$ cat config.mk
export PLATFORM = sky130hd
export DESIGN_NAME = node_addr_filter
export DESIGN_NICKNAME = d
export VERILOG_FILES = /design/src/rtl/naf_pkg.sv /design/src/rtl/naf_datapath.sv /design/src/rtl/naf_control.sv /design/src/rtl/node_addr_filter.sv
export SDC_FILE = /design/constraint.sdc
export NUM_CORES = 1
export LEC_CHECK = 0
export ABC_CLOCK_PERIOD_IN_PS = 3000
export BUFFER_PORTS_ARGS = -buffer_cell sky130_fd_sc_hd__buf_2
export CAP_MARGIN = 40
export CORE_AREA = 3 3 52 54
export CTS_BUF_LIST = sky130_fd_sc_hd__clkbuf_8
export CTS_CLUSTER_DIAMETER = 40
export DETAILED_ROUTE_END_ITERATION = 8
export DIE_AREA = 0 0 55 57
export GPL_ROUTABILITY_DRIVEN = 0
export PLACE_DENSITY = 0.81
export SYNTH_ARGS = -nofsm -noshare
export SYNTH_HDL_FRONTEND = slang
export SYNTH_SLANG_ARGS = --single-unit
$ cat constraint.sdc
create_clock -name clk -period 3 [get_ports clk]
set_input_delay 0.45 -clock clk [delete_from_list [all_inputs] [get_ports clk]]
set_output_delay 0.45 -clock clk [all_outputs]
set_load 0.1 [all_outputs]
$ cat src/rtl/naf_pkg.sv
package naf_pkg;
  // Strobes from control to datapath
  typedef struct packed {
    logic wrAddr;
    logic wrMask;
  } naf_strobe_t;
endpackage

$ cat src/rtl/naf_datapath.sv
module naf_datapath
  import naf_pkg::*;
#(
  parameter int W = 8
) (
  input  logic        clk,
  input  logic        rstN,
  input  naf_strobe_t strobes,
  input  logic [W-1:0] wrData,
  input  logic        rdSel,
  input  logic [W-1:0] rxByte,
  output logic [W-1:0] rdData,
  output logic        hit
);
  logic [W-1:0] nodeAddr;
  logic [W-1:0] nodeMask;
  logic [W-1:0] dirBit;
  logic [W-1:0] bcBit;
  logic [W-1:0] bcPattern;

  always_ff @(posedge clk or negedge rstN) begin
    if (!rstN) begin
      nodeAddr <= '0;
      nodeMask <= '0;
    end else begin
      if (strobes.wrAddr) nodeAddr <= wrData;
      if (strobes.wrMask) nodeMask <= wrData;
    end
  end

  assign bcPattern = nodeAddr | nodeMask;

  // Per-bit match terms
  for (genvar i = 0; i < W; i++) begin : g_bit
    assign dirBit[i] = ~nodeMask[i] | ~(rxByte[i] ^ nodeAddr[i]);
    assign bcBit[i]  = ~bcPattern[i] | rxByte[i];
  end

  assign hit    = (&dirBit) | (&bcBit);
  assign rdData = rdSel ? nodeMask : nodeAddr;
endmodule

$ cat src/rtl/naf_control.sv
module naf_control
  import naf_pkg::*;
(
  input  logic        clk,
  input  logic        rstN,
  input  logic        regWrEn,
  input  logic        regSel,
  input  logic        mpMode,
  input  logic        rxStrobe,
  input  logic        rxAddrFrame,
  input  logic        hit,
  output naf_strobe_t strobes,
  output logic        accept,
  output logic        rxIrq,
  output logic        selected
);
  logic acceptNext;
  logic irqNext;
  logic selNext;

  always_comb begin
    strobes.wrAddr = regWrEn & ~regSel;
    strobes.wrMask = regWrEn & regSel;
  end

  always_comb begin
    acceptNext = 1'b0;
    irqNext    = 1'b0;
    selNext    = selected;
    if (rxStrobe) begin
      if (!mpMode) begin
        irqNext = 1'b1;
      end else if (rxAddrFrame) begin
        acceptNext = hit;
        irqNext    = hit;
        selNext    = hit;
      end else begin
        irqNext = selected;
      end
    end
  end

  always_ff @(posedge clk or negedge rstN) begin
    if (!rstN) begin
      accept   <= 1'b0;
      rxIrq    <= 1'b0;
      selected <= 1'b0;
    end else begin
      accept   <= acceptNext;
      rxIrq    <= irqNext;
      selected <= selNext;
    end
  end
endmodule

$ cat src/rtl/node_addr_filter.sv
module node_addr_filter
  import naf_pkg::*;
#(
  parameter int W = 8
) (
  input  logic         clk,
  input  logic         rstN,
  input  logic         regWrEn,
  input  logic         regSel,
  input  logic [W-1:0] regWrData,
  output logic [W-1:0] regRdData,
  input  logic         mpMode,
  input  logic         rxStrobe,
  input  logic         rxAddrFrame,
  input  logic [W-1:0] rxByte,
  output logic         accept,
  output logic         rxIrq,
  output logic         selected
);
  naf_strobe_t strobes;
  logic        hit;

  naf_control u_ctrl (
    .clk(clk), .rstN(rstN), .regWrEn(regWrEn), .regSel(regSel),
    .mpMode(mpMode), .rxStrobe(rxStrobe), .rxAddrFrame(rxAddrFrame),
    .hit(hit), .strobes(strobes), .accept(accept), .rxIrq(rxIrq),
    .selected(selected)
  );

  naf_datapath #(.W(W)) u_dp (
    .clk(clk), .rstN(rstN), .strobes(strobes), .wrData(regWrData),
    .rdSel(regSel), .rxByte(rxByte), .rdData(regRdData), .hit(hit)
  );
endmodule

=== Word-level counts from Yosys, hierarchy flattened ===
Cells that the tools add are included.

* Input port bits: 23
* Bits in registers: 19
* Word-level logic and storage cells: 68

* Muxes and demuxes: 7
* Bitwise operators: 53
* Reductions and logical operators: 3

{| class="wikitable"
|+ Operators with widths
! cell !! number
|-
| 1-bit inverter || 25
|-
| 1-bit bitwise OR || 17
|-
| 8-bit AND reduction || 2
|-
| 8-bit 2-to-1 mux || 1
|-
| 8-bit bitwise OR || 1
|-
| 1-bit bitwise XOR || 8
|-
| 1-bit 2-to-1 mux || 6
|-
| 1-bit bitwise AND || 2
|-
| 2-bit AND reduction || 1
|}

=== Depth between registers and ports, before layout ===
* Depth after elaboration: 8
* Mapped depth: 4

=== Modules after synthesis ===
From an unflattened synthesis, not the netlist that was laid out.

* Cells, all modules: 79
* Area total of the unflattened synthesis: 999.7 sq um

{| class="wikitable"
|+ By module, submodules not included
! module !! area each (sq um) !! times used !! cells an instance
|-
| naf_datapath || 870.8 || 1 || 69
|-
| naf_control || 128.9 || 1 || 10
|}

=== Least setup slack after synthesis ===
No wires, ideal clock.

* Path type: input port to output port
* From: input port regSel
* To: output port regRdData[0]
* Buffers on the path: 1
* Stages on the path: 2
* Arrival: 1166 ps
* Path slack: 1384 ps
* Cell sequence: buf_4 -> mux2_2

* Longest elaborated chain between the ends: 1

{| class="wikitable"
|+ RTL lines
! element !! line !! text
|-
| from (decl) || node_addr_filter.sv:9 || <nowiki>input logic regSel,</nowiki>
|-
| 8-bit 2-to-1 mux || naf_datapath.sv:40 || <nowiki>assign rdData = rdSel ? nodeMask : nodeAddr;</nowiki>
|-
| to (decl) || node_addr_filter.sv:11 || <nowiki>output logic [W-1:0] regRdData,</nowiki>
|}

Every way passes these cells.

=== Final worst setup path ===
* From: input port regSel
* To: output port regRdData[1]

The elaborated chain is that of the path after synthesis.

==> flow_metrics.py <==
metrics = {
    "place": {
        "pre_cts_ws_ns": 1.204,
        "dpl.hpwl_mm": 1.722,
        "io_buffers": 33,
        "place_area_um2": 1211,
    },
    "power_and_ir_drop": {
        "ir_worst_vdd_mv": 0.3944,
        "powerDensity_nw_per_um2": 672.6,
        "power.static_leakage_nw": 0.5751,
        "power.total_uw": 844.9,
    },
    "worst_setup_path": {
        "cp-end-kind": "primary output",
        "path_max_fanout": 10,
        "path_common_cell": "buf_2",
        "r2r-end": "u_ctrl.rxIrq$_DFF_PN0_",
        "crit_family": "buffers and inverters",
        "critPathArrivalTime_ns": 1.35,
        "endpoint": "regRdData[1]",
        "critPathKind": "primary input to primary output",
        "crit_slowest_cell": "mux2_2",
        "cp.depth": 3,
        "critPathRequiredTime_ns": 2.55,
        "cp-start-kind": "primary input",
        "cp_cell_sequence": "buf_2 -> mux2_2 -> buf_2",
        "cp_num_buf_inv": 2,
        "slowest_delay_ns": 0.37,
        "r2r_cells": 4,
        "rr_startpoint": "u_dp.nodeAddr[0]$_DFFE_PN0P_",
        "r2r_slack_ns": 1.68,
        "startpoint": "regSel",
    },
    "cells_and_area": {
        "drive_gt1_share_pct": 57.89,
        "n_antenna_cell": 0,
        "finalInstanceArea_um2": 1256,
        "final_util_pct": 55.72,
        "fillCellCount": 203,
        "nets": 138,
        "syn2layout_area_growth_pct": 22.74,
    },
    "sta": {
        "final-setup-viol-count": 0,
        "setup_tns_ns": 0,
        "fmax_mhz": 556.2,
        "worstMarginPinSlew_ns": 0.7348,
        "rsz0062_at_grt": "false",
        "slew_violations": 0,
        "fin_crit_sh_pct": 59.94,
        "hold_viol": 0,
        "fin_skew_ns": 0.004957,
        "post-route-min-period_ns": 1.798,
        "maxSlewHeadroom_pct": 50.91,
        "fin_ws_ns": 1.202,
    },
    "logic_synthesis": {
        "synth_seq_area_share_pct": 46.45,
        "syn_inst": 79,
        "ys_ff_latch": 19,
        "synthTopCellsByArea": "dfrtp_1 46%, mux2_2 26%, xor2_1 6.8%",
        "yosysTopAreaCellShare_pct": 46.45,
        "ys_types": 21,
        "synth_edf_count": 0,
        "yosys_most_used_dff": "dfrtp_1",
        "synth-simple-area-share_pct": 3.667,
        "syn_area_per_cell_um2": 12.96,
        "synthArstFlopShare_pct": 100.0,
        "syn-num-nets": 102,
        "yosys_warnings": 0,
        "synth_top_family_by_area": "multiplexers",
        "synthAdderAreaFrac_pct": 0,
        "synthXorXnorAreaFrac_pct": 6.846,
        "muxShareOfSynthArea_pct": 26.41,
        "netlist_area_um2": 1023,
        "netlist.top_cell.by_area": "dfrtp_1",
        "synth_compound_area_share_pct": 15.04,
    },
    "detailed_routing": {
        "via_per_inst": 5.444,
        "wl_mm": 2.232,
        "drc": 0,
        "drtAntennaViolNets": 0,
        "num_vias": 773,
        "wl_per_cell_um": 15.72,
        "firstDrtPassIters": 4,
        "drt_iter0_drc": 13,
    },
    "clock_tree": {
        "cts_buffer_depth": 2,
        "post_cts_buffers": 0,
        "cts_made_buffers": 3,
        "clockRootBuffer": "clkbuf_8",
        "postCtsHoldBufs": 0,
        "path_clk_slew_ns": 0.07,
        "clkLatencyLatePin_ns": 0.25,
        "h-tree-depth": 1,
        "clock-sinks": 19,
        "cts_tree": "yes",
        "cts_resized": 0,
    },
    "job": {
        "drv_cap": 0,
    },
    "die": {
        "start_util_pct": 45.39,
        "pin_count": 34,
        "die_h_um": 57,
        "die_w_um": 55,
        "core_um2": 2255,
        "std_cell_rows": 17,
        "dieArea_um2": 3135,
    },
    "global_routing": {
        "antenna_found_initial": 0,
        "grt_first_pass_wirelength_mm": 3.498,
        "grt_max_degree": 20,
        "grt_util_all_layers_pct": 15.55,
        "grt_pass1_vias": 802,
        "overflow": 0,
    },
    "outcome": {
        "status": "complete, no violations",
    },
    "worst_hold_path": {
        "hp-class": "primary input to async pin",
    },
}
==> worst min-delay path by stage <==
stage | end | depth (start not counted) | slack, ns
final | u_dp.nodeMask[4]$_DFFE_PN0P_ | 1 | 0.11
after floorplan | u_ctrl.accept$_DFF_PN0_ | 0 | 0.15
after global routing | u_dp.nodeMask[4]$_DFFE_PN0P_ | 1 | 0.14
after CTS | u_dp.nodeMask[4]$_DFFE_PN0P_ | 1 | 0.12
after global placement | u_dp.nodeMask[4]$_DFFE_PN0P_ | 1 | 0.40
after detailed placement | u_dp.nodeMask[4]$_DFFE_PN0P_ | 1 | 0.40
==> power by group <==
part | switching [mW] | internal (mW) | total (mW) | leakage [nW]
logic | 0.245 | 0.0957 | 0.340 | 0.322
clock network | 0.0805 | 0.0909 | 0.171 | 0.0269
registers | 0.0400 | 0.293 | 0.333 | 0.226
==> Yosys cell counts (all sizes together) (2+ instances only) <==
master   instances
mux2            24
dfrtp           19
xor2             8
o21bai           6
a22oi            4
a21oi            2
buf              2
nor2             2
o2111ai          2
==> worst register-to-register path, stage by stage (launching register included) <==
cell	delay, ns
dfrtp_1	0.42
xor2_1	0.18
a22oi_1	0.21
nand4_1	0.20
a41oi_2	0.23
==> cell families (layout without fill, tap and decap cells) <==
logic type	Yosys count	count (layout)
muxes	24	24
DFF	19	19
AOI/OAI and AO/OA	18	18
xor gates and xnor gates	8	8
and+or+nand+nor	7	7
buffers and inverters	3	38
==> layout by cell type, fill, tap and decap left out, types with 2 or more instances in the layout <==
| cell | n |
|---|---|
| buf_2 | 33 |
| mux2_2 | 24 |
| dfrtp_1 | 19 |
| xor2_1 | 8 |
| a22oi_1 | 4 |
| o21bai_2 | 3 |
| o21bai_1 | 3 |
| clkbuf_8 | 3 |
| nor2_1 | 2 |
| o2111ai_1 | 2 |
| inv_1 | 2 |
| a21oi_1 | 2 |
==> cell type report <==
cell class / count / area [um2] / share of cell area [%]
clock inverters: 1 / 3.754 / 0.2988
well taps: 28 / 35.03 / 2.789
repair buffers: 33 / 165.2 / 13.15
inverters: 1 / 3.754 / 0.2988
clock buffers: 3 / 41.29 / 3.287
flip-flops and latches: 19 / 475.5 / 37.85
multi-input cells: 57 / 531.8 / 42.33
==> metal layers <==
layer | vias up | part of all wire, % | GRT usage, %
met5 | - | 0 | 0
met4 | 0 | 2.3 | 10.42
met1 | 383 | 40 | 18.04
met3 | 4 | 5.0 | 2.350
li1 | 366 | - | -
met2 | 20 | 53 | 25.51
==> state kept, by name, summed over array words and instances, names as in the netlist <==
name / flops
u_ctrl.selected: 1
u_ctrl.accept: 1
u_ctrl.rxIrq: 1
u_dp.nodeMask: 8
u_dp.nodeAddr: 8
==> metrics by stage <==
stage	std cells	hold WS (ns)
2_1_floorplan	79	0.1544
3_3_place_gp	138	0.4024
3_5_place_dp	138	0.4029
4_1_cts	142	0.1232
5_1_grt	142	0.1432
6_report	142	0.1132
Note: power is estimated with default switching activity, not from simulation.
